File: src/rtl/wdog_pkg.sv
package wdog_pkg;

   typedef enum logic [2:0] {
      ST_SETTLE     = 3'd0,
      ST_WAIT_FIRST = 3'd1,
      ST_ARMED      = 3'd2,
      ST_PULSE      = 3'd3,
      ST_WAIT_REARM = 3'd4
   } wdog_state_e;

   localparam int unsigned SEL_W    = 2;
   localparam int unsigned NUM_OPTS = 4;

endpackage

File: src/rtl/wdog_sync.sv
module wdog_sync #(
   parameter int unsigned WIDTH  = 2,
   parameter int unsigned STAGES = 2
) (
   input  logic             clk,
   input  logic             por_n,
   input  logic [WIDTH-1:0] d,
   output logic [WIDTH-1:0] q
);

   if (STAGES < 2) begin : g_bad_stages
      $error("wdog_sync: STAGES must be at least 2");
   end

   logic [STAGES-1:0][WIDTH-1:0] chain;

   for (genvar i = 0; i < STAGES; i++) begin : g_stage
      if (i == 0) begin : g_first
         always_ff @(posedge clk or negedge por_n) begin
            if (!por_n) chain[0] <= '0;
            else        chain[0] <= d;
         end
      end else begin : g_next
         always_ff @(posedge clk or negedge por_n) begin
            if (!por_n) chain[i] <= '0;
            else        chain[i] <= chain[i-1];
         end
      end
   end

   assign q = chain[STAGES-1];

endmodule

File: src/rtl/wdog_edge.sv
module wdog_edge (
   input  logic clk,
   input  logic por_n,
   input  logic lvl,
   output logic rise,
   output logic any
);

   logic prev;

   always_ff @(posedge clk or negedge por_n) begin
      if (!por_n) prev <= 1'b0;
      else        prev <= lvl;
   end

   assign rise = lvl & ~prev;
   assign any  = lvl ^ prev;

endmodule

File: src/rtl/wdog_limit.sv
module wdog_limit #(
   parameter int unsigned UNIT  = 20,
   parameter int unsigned CW    = 8,
   parameter int unsigned STYLE = 0
) (
   input  logic [wdog_pkg::SEL_W-1:0] sel,
   output logic [CW-1:0]              limit
);

   localparam logic [CW-1:0] U1 = CW'(UNIT);
   localparam logic [CW-1:0] U2 = CW'(2 * UNIT);
   localparam logic [CW-1:0] U3 = CW'(3 * UNIT);
   localparam logic [CW-1:0] U4 = CW'(4 * UNIT);

   if (STYLE > 1) begin : g_bad_style
      $error("wdog_limit: STYLE must be 0 or 1");
   end

   if (STYLE == 0) begin : g_mult
      always_comb limit = U1 * (CW'(sel) + CW'(1));
   end else begin : g_table
      always_comb begin
         case (sel)
            2'd0:    limit = U1;
            2'd1:    limit = U2;
            2'd2:    limit = U3;
            default: limit = U4;
         endcase
      end
   end

endmodule

File: src/rtl/wdog_supervisor.sv
module wdog_supervisor #(
   parameter int unsigned RST_CYC      = 100_000,
   parameter int unsigned TMO_UNIT_CYC = 5_000_000,
   parameter int unsigned SYNC_STAGES  = 2,
   parameter int unsigned LIMIT_STYLE  = 0
) (
   input  logic       clk,
   input  logic       por_n,
   input  logic       kick_in,
   input  logic       rail_ok,
   input  logic [1:0] tmo_sel,
   output logic       wd_rst_n,
   output logic       wd_armed
);

   import wdog_pkg::*;

   localparam int unsigned MAX_LIM = NUM_OPTS * TMO_UNIT_CYC;
   localparam int unsigned CNT_MAX = (MAX_LIM > RST_CYC) ? MAX_LIM : RST_CYC;
   localparam int unsigned CW      = $clog2(CNT_MAX + 1);
   localparam logic [CW-1:0] RST_LAST = CW'(RST_CYC - 1);

   if (RST_CYC < 2) begin : g_bad_rst
      $error("wdog_supervisor: RST_CYC must be at least 2");
   end
   if (TMO_UNIT_CYC < 1) begin : g_bad_unit
      $error("wdog_supervisor: TMO_UNIT_CYC must be at least 1");
   end

   logic [1:0] raw_in, sync_out;
   logic       kick_s, rail_s, kick_rise, kick_any;
   logic [CW-1:0] lim, lim_last;

   assign raw_in = {rail_ok, kick_in};

   wdog_sync #(.WIDTH(2), .STAGES(SYNC_STAGES)) u_sync (
      .clk   (clk),
      .por_n (por_n),
      .d     (raw_in),
      .q     (sync_out)
   );

   assign kick_s = sync_out[0];
   assign rail_s = sync_out[1];

   wdog_edge u_edge (
      .clk   (clk),
      .por_n (por_n),
      .lvl   (kick_s),
      .rise  (kick_rise),
      .any   (kick_any)
   );

   wdog_limit #(.UNIT(TMO_UNIT_CYC), .CW(CW), .STYLE(LIMIT_STYLE)) u_limit (
      .sel   (tmo_sel),
      .limit (lim)
   );

   assign lim_last = lim - CW'(1);

   wdog_state_e st, st_n;
   logic [CW-1:0] cnt, cnt_n;

   always_comb begin
      st_n  = st;
      cnt_n = cnt;
      if (!rail_s) begin
         st_n  = ST_SETTLE;
         cnt_n = '0;
      end else begin
         case (st)
            ST_SETTLE: begin
               if (cnt == RST_LAST) begin
                  st_n  = ST_WAIT_FIRST;
                  cnt_n = '0;
               end else begin
                  cnt_n = cnt + 1'b1;
               end
            end
            ST_WAIT_FIRST, ST_WAIT_REARM: begin
               if (kick_rise) begin
                  st_n  = ST_ARMED;
                  cnt_n = '0;
               end
            end
            ST_ARMED: begin
               if (kick_any) begin
                  cnt_n = '0;
               end else if (cnt == lim_last) begin
                  st_n  = ST_PULSE;
                  cnt_n = '0;
               end else begin
                  cnt_n = cnt + 1'b1;
               end
            end
            ST_PULSE: begin
               if (cnt == RST_LAST) begin
                  st_n  = ST_WAIT_REARM;
                  cnt_n = '0;
               end else begin
                  cnt_n = cnt + 1'b1;
               end
            end
            default: begin
               st_n  = ST_SETTLE;
               cnt_n = '0;
            end
         endcase
      end
   end

   always_ff @(posedge clk or negedge por_n) begin
      if (!por_n) begin
         st  <= ST_SETTLE;
         cnt <= '0;
      end else begin
         st  <= st_n;
         cnt <= cnt_n;
      end
   end

   assign wd_rst_n = (st == ST_ARMED) || (st == ST_WAIT_REARM);
   assign wd_armed = (st == ST_ARMED);

   // a bad rail forces reset on the following cycle
   a_r8_rail_forces_reset: assert property (@(posedge clk) disable iff (!por_n)
      !rail_s |=> (!wd_rst_n && !wd_armed));

   // the return of the rail never arms in the next cycle
   a_r2_no_arm_on_rail_return: assert property (@(posedge clk) disable iff (!por_n)
      $rose(rail_s) |=> !wd_armed);

   // arming is always preceded by a detected rising edge
   a_r3_arm_needs_rise: assert property (@(posedge clk) disable iff (!por_n)
      $rose(wd_armed) |-> $past(kick_rise));

   // a detected transition while armed with a good rail keeps it armed
   a_r4_edge_keeps_armed: assert property (@(posedge clk) disable iff (!por_n)
      (wd_armed && kick_any && rail_s) |=> wd_armed);

   // a timeout with a good rail is followed by reset held low
   a_r5_pulse_held_low: assert property (@(posedge clk) disable iff (!por_n)
      ($fell(wd_armed) && rail_s) |=> !wd_rst_n);

   // leaving the disarmed-released state needs a rising edge or a rail drop
   a_r6_rearm_only_on_rise: assert property (@(posedge clk) disable iff (!por_n)
      (st == ST_WAIT_REARM && !kick_rise && rail_s) |=> (wd_rst_n && !wd_armed));

   // the shared counter stays inside its range
   a_r7_no_overflow: assert property (@(posedge clk) disable iff (!por_n)
      cnt <= CW'(CNT_MAX));

endmodule

File: config.mk
export PLATFORM = sky130hd
export DESIGN_NAME = wdog_supervisor
export DESIGN_NICKNAME = d
export VERILOG_FILES = /design/src/rtl/wdog_pkg.sv /design/src/rtl/wdog_sync.sv /design/src/rtl/wdog_edge.sv /design/src/rtl/wdog_limit.sv /design/src/rtl/wdog_supervisor.sv
export SDC_FILE = /design/constraint.sdc
export NUM_CORES = 1
export LEC_CHECK = 0
export ABC_AREA = 1
export BUFFER_PORTS_ARGS = -buffer_cell sky130_fd_sc_hd__buf_2
export CAP_MARGIN = 20
export CORE_MARGIN = 2
export CORE_UTILIZATION = 45
export CTS_CLUSTER_DIAMETER = 40
export DETAILED_ROUTE_END_ITERATION = 6
export PLACE_DENSITY_LB_ADDON = 0.08
export RECOVER_POWER = 25
export SLEW_MARGIN = 5
export SYNTH_ARGS = -nofsm -noshare
export SYNTH_HDL_FRONTEND = slang
export SYNTH_SLANG_ARGS = --single-unit
File: constraint.sdc
create_clock -name clk -period 2.2 [get_ports clk]
set_input_delay 0.11 -clock clk [delete_from_list [all_inputs] [get_ports clk]]
set_output_delay 0.11 -clock clk [all_outputs]
set_load 0.005 [all_outputs]
# == Yosys cells after proc, flatten, opt, wreduce, memory -nomap -nowiden ==
# Index checks and enable logic that the tools add are counted.
# word_totals
mem_bits_ro,0
ramBits,0
reg_bits,33
out_inout_bits,2
n_memories,0
latchBits,0
word_cells,41
input_bits,6
# classes
multipliers,1
shifts,0
bitwise_logic,3
add_sub_neg,3
n_lt_le_gt_ge,0
eq_ne,11
muxes,13
div,0
n_reduce_logical,5
# op_table
cell,count
25-bit 2-to-1 mux,5
25-bit one-hot mux with 3 select lines,1
25-bit by 1-bit adder with 25-bit output (second input constant),1
25-bit by 17-bit equality test with 1-bit output (second input constant),1
25-bit equality test,1
17-bit by 25-bit multiplier with 19-bit output (first input constant),1
25-bit by 1-bit subtractor with 25-bit output (second input constant),1
3-bit 2-to-1 mux,6
3-bit != test (second input constant),5
3-bit one-hot mux with 4 select lines,1
3-bit by 2-bit equality test with 1-bit output (second input constant),2
5-bit AND reduction,1
2-bit OR reduction,2
2-bit by 1-bit adder with 3-bit output (second input constant),1
3-bit by 1-bit equality test with 1-bit output (second input constant),1
3-bit equality test (second input constant),1
3-bit logical NOT,1
1-bit bitwise AND,1
1-bit logical OR,1
1-bit NOT,1
1-bit XOR,1

# == Depth between registers and ports, before layout ==
# Gate-level depths: netlist (run 1).
# logic_depth
word_depth,8
ltp_mapped,21
depth_no_buf,18

# == Hierarchy ==
# From an unflattened synthesis (run 1), not the netlist that was laid out.
# unflattened
hier_cells,594
hier_area_um2,3783.6
# by_module_without_submodules
mod,area_each_um2,instances,cells_per_inst,seq_area_each_um2
wdog_supervisor,3296.9,1,533,700.7
wdog_limit,326.6,1,51,0.0
wdog_sync,115.1,1,6,100.1
wdog_edge,45.0,1,4,25.0

# == Worst setup path before layout (run 1) ==
# Ideal clock, no wire load.
# synth_timing
path_kind,in2reg
startpoint,input tmo_sel[0]
endpoint,register cnt[2]
path_stages,21
setup_ns,0.115
arrival_time_ns,2.138
required_ns,2.085
n_path_buf,3
path_slack_ns,-0.053
path_cell_list,buf_4 > inv_1 > ha_1 > buf_2 > xnor2_1 > ha_1 > inv_1 > nand3_1 > nand2_1 > nand2_1 > nand2_1 > nand2_1 > nand2_1 > nand2_1 > inv_1 > nand3_2 > nand3_2 > nand2_4 > buf_6 > nand3_2 > nand2_2
# synth_between
elab_chain_len,8
# synth_lines
item,line_no,rtl
"start, declared",wdog_supervisor.sv:11,"input logic [1:0] tmo_sel,"
2-bit by 1-bit adder with 3-bit output,wdog_limit.sv:20,always_comb limit = U1 * (CW'(sel) + CW'(1));
17-bit by 25-bit multiplier with 19-bit output,wdog_limit.sv:20,
25-bit by 1-bit subtractor with 25-bit output,wdog_supervisor.sv:59,assign lim_last = lim - CW'(1);
25-bit equality test,wdog_supervisor.sv:89,end else if (cnt == lim_last) begin
25-bit 2-to-1 mux,wdog_supervisor.sv:89,
25-bit 2-to-1 mux,wdog_supervisor.sv:87,if (kick_any) begin
25-bit one-hot mux with 3 select lines,wdog_supervisor.sv:71,case (st)
25-bit 2-to-1 mux,wdog_supervisor.sv:67,if (!rail_s) begin
"end signal, assigned",wdog_supervisor.sv:118,cnt <= cnt_n;
"end, declared",wdog_supervisor.sv:62,"logic [CW-1:0] cnt, cnt_n;"
# No other way between the ends.
# A chain may end at the register's enable or synchronous reset.

# == Worst setup path after layout (run 1) ==
# layout_timing
startpoint,register cnt[0]
endpoint,register cnt[18]
# layout_between
elab_chain_len,5
# layout_lines
item,line_no
25-bit by 1-bit adder with 25-bit output / 25-bit equality test (equally long branches),n/a
25-bit 2-to-1 mux,wdog_supervisor.sv:89
25-bit 2-to-1 mux,wdog_supervisor.sv:87
25-bit one-hot mux with 3 select lines (*),wdog_supervisor.sv:71
25-bit 2-to-1 mux (*),wdog_supervisor.sv:67
# Every way passes the cells marked *; elsewhere a longest branch is shown, timed or not.

==> impl_results.md, run 1 <==
- Via/cell ratio: 4.81
- Crit path time final: 1.99 ns
- Post-synth cell types: 29
- Mapped cell area: 2760 µm²
- Mapped Cells: 403
- Root buf cell: clkbuf_8
- Outcome: completed
- CP peak stage delay: 0.42 ns
- Power Density: 568 nW/µm²
- Worst reg2reg path depth: 10
- DR pass1 iterations: 4
- Crit start category: flop
- Fillers: 595
- Critical-path cell list: ha_1 -> nand2_2 -> nor3_4 -> nand2_2 -> nor3_1 -> nand2_1 -> xor2_1 -> inv_1 -> nand3_2 -> nand2_1
- Largest net degree at the start of global routing: 34
- Reg clk slew, reported paths: 0.08 ns
- Reg2reg setup slack: 0.21 ns
- Seq/Total Area, Yosys: 29.9%
- Share of layout cells above drive strength 1: 16.7%
- Total Power Consumption: 1.73 mW
- Hold path cells: 0
- Fin. max-slew vios: 0
- Synth Register Bits: 33
- Slew Limit Headroom: 42.8%
- Number of diodes: 0
- VDD IR-drop max: 0.467 mV
- Initial antenna violation count: 0
- CP endpoint kind: flop
- Pleak: 1.66 nW
- Global Route Usage Sum: 21.7%
- Fin util: 51.4%
- Final setup vio count: 0
- Residual DRC: 0
- Post-Synthesis Net Count: 418
- Total setup buffers inserted after CTS: 0
- Final setup TNS: 0 ns
- Most common cell after layout, fill and taps aside: nand2_1
- Longest Clk Path Bufs: 2
- # port buffers: 7
- Drt total wl: 6.49 mm
- Post-Syn Area per Cell: 6.85 µm²
- Die X: 82.3 µm
- RePlAce Congestion: 0.961
- Final nets: 438
- Hpwl dp: 4.85 mm
- Area growth syn-to-layout: 10.4%
- Ports: 8
- Clock tree from TritonCTS: done
- Die height: 82.3 µm
- Highest-count cells in the layout ignoring fill and taps: nand2_1 (138), inv_1 (62), dfrtp_1 (33)
- Num CTS Buffers: 5
- Clk sink count: 33
- Ys Warns: 0
- Routed vias: 2402
- Slowest stage cell, crit path: dfrtp_1
- Max Cap Viol: 0
- Total grt overflow: 0
- Worst Tran Pin Value: 0.858 ns
- Die ar.: 6770 µm²
- Post-route clock period utilization: 90.2%
- Worst EP arrival: 2.17 ns
- Critical path required time: 2.38 ns
- Placeable Area: 5920 µm²
- First-pass GRT wire length: 11.1 mm
- Starting Density: 46.6%
- Critical path class: reg2reg
- RSZ-0062 raised after global routing: false
- Rows: 28
- Worst-Skew Late Latency: 0.29 ns
- Iter 0 DRT Violations: 176
- Fin. Hold Viols: 0
- Clock Skews: 0.00331 ns
- Vias in the first global route: 2281
- DR WL/cell: 13.0 µm
- H-tree levels: 2
- Max Fanout on Critical Path: 4
- Routed Antenna Nets: 0
- Hold Path Class: reg2reg
- FMAX: 504 MHz
## stage by stage
stage	setup slack [ns]	hold WS (ns)	cells	instance area, µm²
after global routing	0.0643	0.370	499	3050
after CTS	0.151	0.355	499	3040
after floorplan	0.00749	-0.186	403	2780
after global placement	-0.0609	0.219	488	2920
final	0.215	0.351	499	3050
after detailed placement	-0.114	0.219	488	2920
## synth_stat cells
library cell / number / area, µm²
nand4_1: 7 / 43.8
o21ai_0: 5 / 25.0
nor2_1: 29 / 109
buf_2: 2 / 10.0
buf_6: 2 / 22.5
nand2_1: 138 / 518
clkbuf_1: 1 / 3.75
clkbuf_2: 4 / 20.0
nor2_2: 5 / 31.3
or2_0: 1 / 6.26
xnor2_1: 7 / 61.3
nand2_2: 4 / 25.0
xor2_1: 20 / 175
nor3_2: 1 / 10.0
nand3_2: 23 / 230
nor4_1: 1 / 6.26
buf_4: 3 / 22.5
nor3_4: 1 / 16.3
inv_1: 64 / 240
nand3_1: 27 / 135
nand2_4: 1 / 11.3
a21oi_2: 1 / 8.76
o32ai_1: 1 / 8.76
nor3_1: 8 / 40.0
dfrtp_1: 33 / 826
nor2_4: 1 / 11.3
clkbuf_8: 1 / 13.8
a21oi_1: 3 / 15.0
ha_1: 9 / 113
## per-layer routing
| layer | global-route usage, % | wire (µm) | vias to the layer above |
|---|---|---|---|
| met4 | 7.50 | 87 | 0 |
| li1 | - | - | 1276 |
| met2 | 32.6 | 2850 | 40 |
| met5 | 0 | 0 | - |
| met3 | 3.59 | 231 | 8 |
| met1 | 31.3 | 3330 | 1078 |
## state kept, by name, indices dropped and copies added, names as in the netlist
name and flops:
u_edge.prev 1, st 3, u_sync.chain 2, u_sync.q 2
cnt 25
## worst max-delay path, delay by kind of cell, from the launching register on
kind          cells  cell delay (ns)
xor+xnor          1             0.14
flops             1             0.42
simple gates      7             1.03
fa+ha+maj         1             0.22
buf+inv           1             0.06
## path summary, 6_finish.rpt
kind,to,startpoint
setup reg to reg,cnt[18],cnt[0]
setup / recovery,cnt[18],cnt[0]
hold / removal,u_sync.q[1],u_sync.chain[1]
max in group asynchronous,st[1],por_n
min in group asynchronous,cnt[16],por_n
hold reg to reg,u_sync.q[1],u_sync.chain[1]
## timing repair
item,4_1_cts,5_1_grt
endpoints found under the hold margin,35,0
gates resized for setup,0,1
hold buffers,3,0
setup endpoints to repair,0,2
## logic make-up after synthesis
logic type	count (synthesis)	synth area share [%]
compound gates	10	2.09
xor+xnor	27	8.57
fa+ha+maj	9	4.08
buf+inv	77	12.1
flops	33	29.9
simple gates	247	43.3
## final cells by class
cell class,instances,area [µm²],share of cell area [%]
multi-input combinational,293,1610,53.0
sequential,33,826,27.1
inverter,64,240,7.89
timing repair buffer,26,185,6.08
tap,75,93.8,3.08
clock buffer,5,68.8,2.26
clock inverter,3,17.5,0.575
## report_power, final
part | leakage [nW] | internal [mW] | switching [mW] | total, mW
logic | 1.17 | 0.170 | 0.416 | 0.586
registers | 0.447 | 0.639 | 0.0333 | 0.672
clock network | 0.0439 | 0.219 | 0.252 | 0.471
total | 1.66 | 1.03 | 0.701 | 1.73
(Power assumes the default switching activity.)
==> run 2, diff against run 1 <==
--- a/config.mk
+++ b/config.mk
@@ -8,8 +8,10 @@
 export ABC_AREA = 1
 export BUFFER_PORTS_ARGS = -buffer_cell sky130_fd_sc_hd__buf_2
 export CAP_MARGIN = 20
-export CORE_MARGIN = 2
+export CELL_PAD_IN_SITES_DETAIL_PLACEMENT = 1
+export CELL_PAD_IN_SITES_GLOBAL_PLACEMENT = 1
 export CORE_UTILIZATION = 45
+export CTS_BUF_LIST = sky130_fd_sc_hd__clkbuf_4 sky130_fd_sc_hd__clkbuf_8
 export CTS_CLUSTER_DIAMETER = 40
 export DETAILED_ROUTE_END_ITERATION = 6
 export PLACE_DENSITY_LB_ADDON = 0.08
==> run 2 against run 1 <==
  * Power up 18%
  * Register-to-register slack worse by 0.06 ns
  * Critical endpoint is now cnt[12]
  * Cell count is 0.20% higher
==> impl_results.md, run 2 (same netlist as run 1, synthesis figures left out) <==
- DRT met1 WL: 3.91 mm
- Worst Tran Pin Value: 0.882 ns
- Iter 0 DRT Violations: 61
- Worst reg2reg path depth: 12
- CP peak stage delay: 0.43 ns
- Total Power Consumption: 2.04 mW
- VDD IR-drop max: 0.421 mV
- Worst EP arrival: 2.22 ns
- Root buf cell: clkbuf_8
- WHS Endpoint: u_sync.q[1]
- Initial antenna violation count: 0
- Crit path time final: 2.04 ns
- Critical-path cell list: ha_1 -> nand2_2 -> nor3_4 -> nand2_1 -> nor2_1 -> nand2_1 -> nor2_2 -> nand3_2 -> nand3_4 -> nand2_4 -> nand3_2 -> nand2_1
- First-pass GRT wire length: 13.0 mm
- Outcome: completed
- Final Cell Area: 3130 µm²
- Critical path required time: 2.38 ns
- FMAX: 490 MHz
- Largest regs: cnt (25), st (3)
- Critical path class: reg2reg
- Most common cell after layout, fill and taps aside: nand2_1
- Crit start category: flop
- Placed cells: 487
- Number of diodes: 0
- Hold path cells: 0
- CP endpoint kind: flop
- H-tree levels: 2
- Final setup vio count: 0
- Die X: 80.3 µm
- Fin util: 52.8%
- Reg2reg setup slack: 0.16 ns
- Max reg flops: 25
- Power Density: 653 nW/µm²
- R2R Path End: cnt[12]
- Fillers: 810
- Global Route Usage Sum: 26.8%
- Fin. max-slew vios: 0
- Most used cell, CP: nand2_1
- Total grt overflow: 0
- Starting Density: 46.6%
- Num CTS Buffers: 5
- Clock tree from TritonCTS: done
- Ports: 8
- Metal2 WL: 3.83 mm
- Die height: 80.3 µm
- Pleak: 1.69 nW
- Placeable Area: 5920 µm²
- Max Used Layer: met4
- Routed Antenna Nets: 0
- Post-route clock period utilization: 92.7%
- Routed vias: 2575
- Fin. Hold Viols: 0
- Highest-count cells in the layout ignoring fill and taps: nand2_1 (137), inv_1 (62), dfrtp_1 (33)
- RePlAce Congestion: 0.823
- Worst-Skew Late Latency: 0.30 ns
- Metal3 WL: 199 µm
- Place WS: -0.203 ns
- RSZ-0062 raised after global routing: true
- Final nets: 439
- Min-delay src: u_sync.chain[1]
- Slowest stage cell, crit path: dfrtp_1
- Reg clk slew, reported paths: 0.07 ns
- PnR worst setup slack: 0.160 ns
- Biggest register: cnt
- Vias in the first global route: 2606
- Drt total wl: 8.04 mm
- Layout Cells excl Fill: 500
- Via/cell ratio: 5.15
- Share of layout cells above drive strength 1: 17.2%
- Hpwl dp: 5.82 mm
- Max Fanout on Critical Path: 6
- Hold Path Class: reg2reg
- Slew Limit Headroom: 41.2%
- Die ar.: 6450 µm²
- DR WL/cell: 16.1 µm
- Clock Skews: 0.0107 ns
- Total setup buffers inserted after CTS: 0
- Area growth syn-to-layout: 13.3%
- Placed Area: 2930 µm²
- Largest net degree at the start of global routing: 34
- Residual DRC: 0
- Reg-to-Reg Start: cnt[0]
- Longest Clk Path Bufs: 2
- DR pass1 iterations: 4
- Clk sink count: 33
- # port buffers: 7
- Rows: 28
- Max Cap Viol: 0
## run 2: worst max-delay path by stage
stage                from  endpoint  depth (start not counted)
4_1_cts            cnt[0]   cnt[22]                         12
3_5_place_dp   tmo_sel[0]   cnt[22]                         18
6_report           cnt[0]   cnt[12]                         12
5_1_grt        tmo_sel[1]     st[0]                         19
3_3_place_gp   tmo_sel[0]   cnt[23]                         19
2_1_floorplan  tmo_sel[1]    cnt[2]                         21
## run 2: critical path: cells and delay by family (launching register included)
family	cells	cell delay [ns]
DFF	1	0.43
adders and majority gates	1	0.22
and+or+nand+nor	11	1.28
## run 2: stage by stage
step	TNS (ns)	hold slack [ns]
after global placement	-0.413	0.220
after global routing	-0.00270	0.378
final	0	0.350
after floorplan	0	-0.186
after CTS	0	0.353
after detailed placement	-4.08	0.220
## run 2: area by class of cell
class,instances,area (µm²),area share (%)
Multi-Input combinational cell,295,1660,53.0
Sequential cell,33,826,26.4
Inverter,64,240,7.69
Timing Repair Buffer,25,190,6.08
Tap cell,75,93.8,3.00
Clock buffer,7,90.1,2.88
Clock inverter,1,30.0,0.961
## run 2: power breakdown
group	leakage (nW)	internal (mW)	switching, mW
registers	0.447	0.639	0.0340
clock network	0.0619	0.382	0.246
logic	1.18	0.217	0.522
total	1.69	1.24	0.803
## run 2: repair_timing
action / in CTS / in global routing
hold buffers: 3 / 0
gates resized for setup: 0 / 4
hold endpoints to repair: 35 / 0
endpoints found under the setup margin: 0 / 26
## run 2: layer usage
| layer | global-route usage, % | vias to the layer above |
|---|---|---|
| li1 | - | 1278 |
| met1 | 36.3 | 1264 |
| met2 | 45.0 | 25 |
| met3 | 3.41 | 8 |
| met4 | 6.96 | 0 |
| met5 | 0 | - |
==> run 3, diff against run 2 <==
--- a/config.mk
+++ b/config.mk
@@ -11,7 +11,6 @@
 export CELL_PAD_IN_SITES_DETAIL_PLACEMENT = 1
 export CELL_PAD_IN_SITES_GLOBAL_PLACEMENT = 1
 export CORE_UTILIZATION = 45
-export CTS_BUF_LIST = sky130_fd_sc_hd__clkbuf_4 sky130_fd_sc_hd__clkbuf_8
 export CTS_CLUSTER_DIAMETER = 40
 export DETAILED_ROUTE_END_ITERATION = 6
 export PLACE_DENSITY_LB_ADDON = 0.08
==> constraint.sdc (replaced) <==
create_clock -name clk -period 2 [get_ports clk]
set_input_delay 0.4 -clock clk [delete_from_list [all_inputs] [get_ports clk]]
set_output_delay 0.4 -clock clk [all_outputs]
set_load 0.005 [all_outputs]
==> run 3 against run 2 <==
  * The flow now finishes with violations (negative setup slack)
  * First-iteration DRC count increased by 77%
  * Critical path depth up 6
  * Final area up 7.4%
  * Clock skew is 0.0015 ns lower
  * Sequential power is 9.1% higher
  * Critical path type is now in2reg
==> impl_results.md, run 3 (same netlist as run 1, synthesis figures left out) <==
- Final setup vio count: 27
- Global Route Usage Sum: 29.1%
- DR WL/cell: 16.9 µm
- Critical path required time: 2.23 ns
- Buf+Inv Stages, Crit Path: 4
- DR pass1 iterations: 4
- Clock power frac: 28.1%
- PnR worst setup slack: -0.173 ns
- Placeable Area: 5920 µm²
- DRT met1 WL: 3.55 mm
- Metal3 WL: 270 µm
- Final setup TNS: -3.90 ns
- H-tree levels: 2
- Largest net degree at the start of global routing: 34
- Most used cell, CP: nand3_4
- Outcome: finished, violations left
- Vias in the first global route: 2861
- VDD IR-drop max: 0.453 mV
- Ports: 8
- Reg2reg setup slack: -0.09 ns
- FMAX: 460 MHz
- Placed cells: 492
- Clk sink count: 33
- Worst Tran Pin Value: 0.880 ns
- Sw power: 0.979 mW
- Biggest register: cnt
- Total Power Consumption: 2.40 mW
- CP peak stage delay: 0.25 ns
- Gate power share: 41.3%
- Longest Clk Path Bufs: 2
- Reg-to-Reg Start: cnt[13]
- Failing checks: negative setup slack
- Worst EP arrival: 2.40 ns
- Routed vias: 2685
- Fin util: 56.7%
- Area growth syn-to-layout: 21.6%
- Hold Slack: 0.205 ns
- Die X: 80.3 µm
- Switching portion of total power: 40.8%
- Initial antenna violation count: 0
- Root buf cell: clkbuf_8
- CP endpoint kind: flop
- R2R Path End: st[2]
- Final Cell Area: 3360 µm²
- Slew Limit Headroom: 41.4%
- Clock tree from TritonCTS: done
- Drt total wl: 8.57 mm
- Die ar.: 6450 µm²
- Via/cell ratio: 5.31
- Fin. max-slew vios: 0
- Most common cell after layout, fill and taps aside: nand2_1
- Hpwl dp: 5.93 mm
- Seq pwr share: 30.6%
- First-pass GRT wire length: 14.1 mm
- Max reg flops: 25
- Int Power: 1.42 mW
- Worst-Skew Late Latency: 0.29 ns
- # port buffers: 7
- Total grt overflow: 0
- Iter 0 DRT Violations: 108
- Fin. Hold Viols: 0
- RePlAce Congestion: 0.845
- Residual DRC: 0
- Clock Skews: 0.00923 ns
- Post-route clock period utilization: 109%
- Placed Area: 2990 µm²
- Share of layout cells above drive strength 1: 24.8%
- Crit start category: input pin
- Place WS: -0.596 ns
- Hold Path Class: in2async
- Power Density: 715 nW/µm²
- Highest-count cells in the layout ignoring fill and taps: nand2_1 (127), inv_1 (59), dfrtp_1 (33)
- Metal2 WL: 4.45 mm
- Number of diodes: 0
- Num CTS Buffers: 5
- Worst reg2reg path depth: 9
- Critical path class: in2reg
- Routed Antenna Nets: 0
- Die height: 80.3 µm
- Slowest stage cell, crit path: ha_4
- Starting Density: 46.6%
- Reg clk slew, reported paths: 0.07 ns
- Critical-path cell list: buf_12 -> inv_8 -> ha_4 -> xnor2_4 -> ha_4 -> inv_2 -> nand3_4 -> nand2_4 -> nand2_2 -> nand2_2 -> nand3_2 -> nand2_1 -> inv_2 -> nand3_4 -> nand3_4 -> nand2_8 -> nand3_2 -> nand2_1
- Crit path time final: 2.17 ns
- Rows: 28
- Max Cap Viol: 0
- Setup crit start: tmo_sel[1]
- Final nets: 445
- Layout Cells excl Fill: 506
- Pleak: 1.74 nW
- Max Used Layer: met4
- Largest delay contributor family on the critical path: simple AND/OR/NAND/NOR gates
- Max Fanout on Critical Path: 6
- RSZ-0062 raised after global routing: true
- Largest regs: cnt (25), st (3)
==> run 3: changes by cell type in the layout (fill, tap and decap cells not counted), sizes merged <==
cell	previous run	this run
buf	21	29
clkbuf	8	7
clkinvlp	0	1
dlygate4sd3	3	0
nand2	145	146
==> run 3: area by class of cell <==
class	count	area, µm²
Clock inverter	2	37.5
Tap cell	75	93.8
Multi-Input combinational cell	296	1830
Timing Repair Buffer	30	233
Fill cell	755	2560
Inverter	64	255
Sequential cell	33	826
Clock buffer	6	82.6
==> run 3: routing by layer <==
metal  up-vias  global-route usage [%]
li1       1290                       -
met1      1319                    33.0
met2        54                    53.8
met3        22                    4.66
met4         0                    12.0
met5         -                       0
==> run 3: worst max-delay path by stage <==
stage | endpoint | slack [ns] | depth (start not counted)
final | cnt[22] | -0.17 | 18
after global routing | cnt[17] | -0.27 | 19
after CTS | cnt[22] | -0.14 | 18
after detailed placement | cnt[23] | -0.60 | 18
after global placement | cnt[1] | -0.49 | 19
after floorplan | cnt[2] | -0.35 | 21
==> run 3: worst register-to-register path: stages, from the launching register on <==
cell and delay [ns]:
dfrtp_1 0.50, or2_0 0.25, nor3_1 0.26, nand4_1 0.21
nand3_1 0.12, nand2_1 0.06, nor2_1 0.31, buf_4 0.19
nand3_1 0.07, nand2_1 0.07
==> run 3: power by group through the flow <==
stage          combinational [mW]  sequential (mW)  clock [mW]
6_report                    0.991            0.734       0.676
5_1_grt                      1.07            0.737       0.711
4_1_cts                     0.918            0.731       0.691
3_5_place_dp                0.682            0.744           0
3_3_place_gp                0.665            0.743           0
2_1_floorplan               0.576            0.744           0
==> run 3: repair_timing <==
item                                    CTS  global route
buffers inserted                          2             1
cloned                                    3             0
gates resized for setup                  18            25
pin swaps                                 9            17
hold buffers                              0             0
endpoints found under the setup margin   27            28
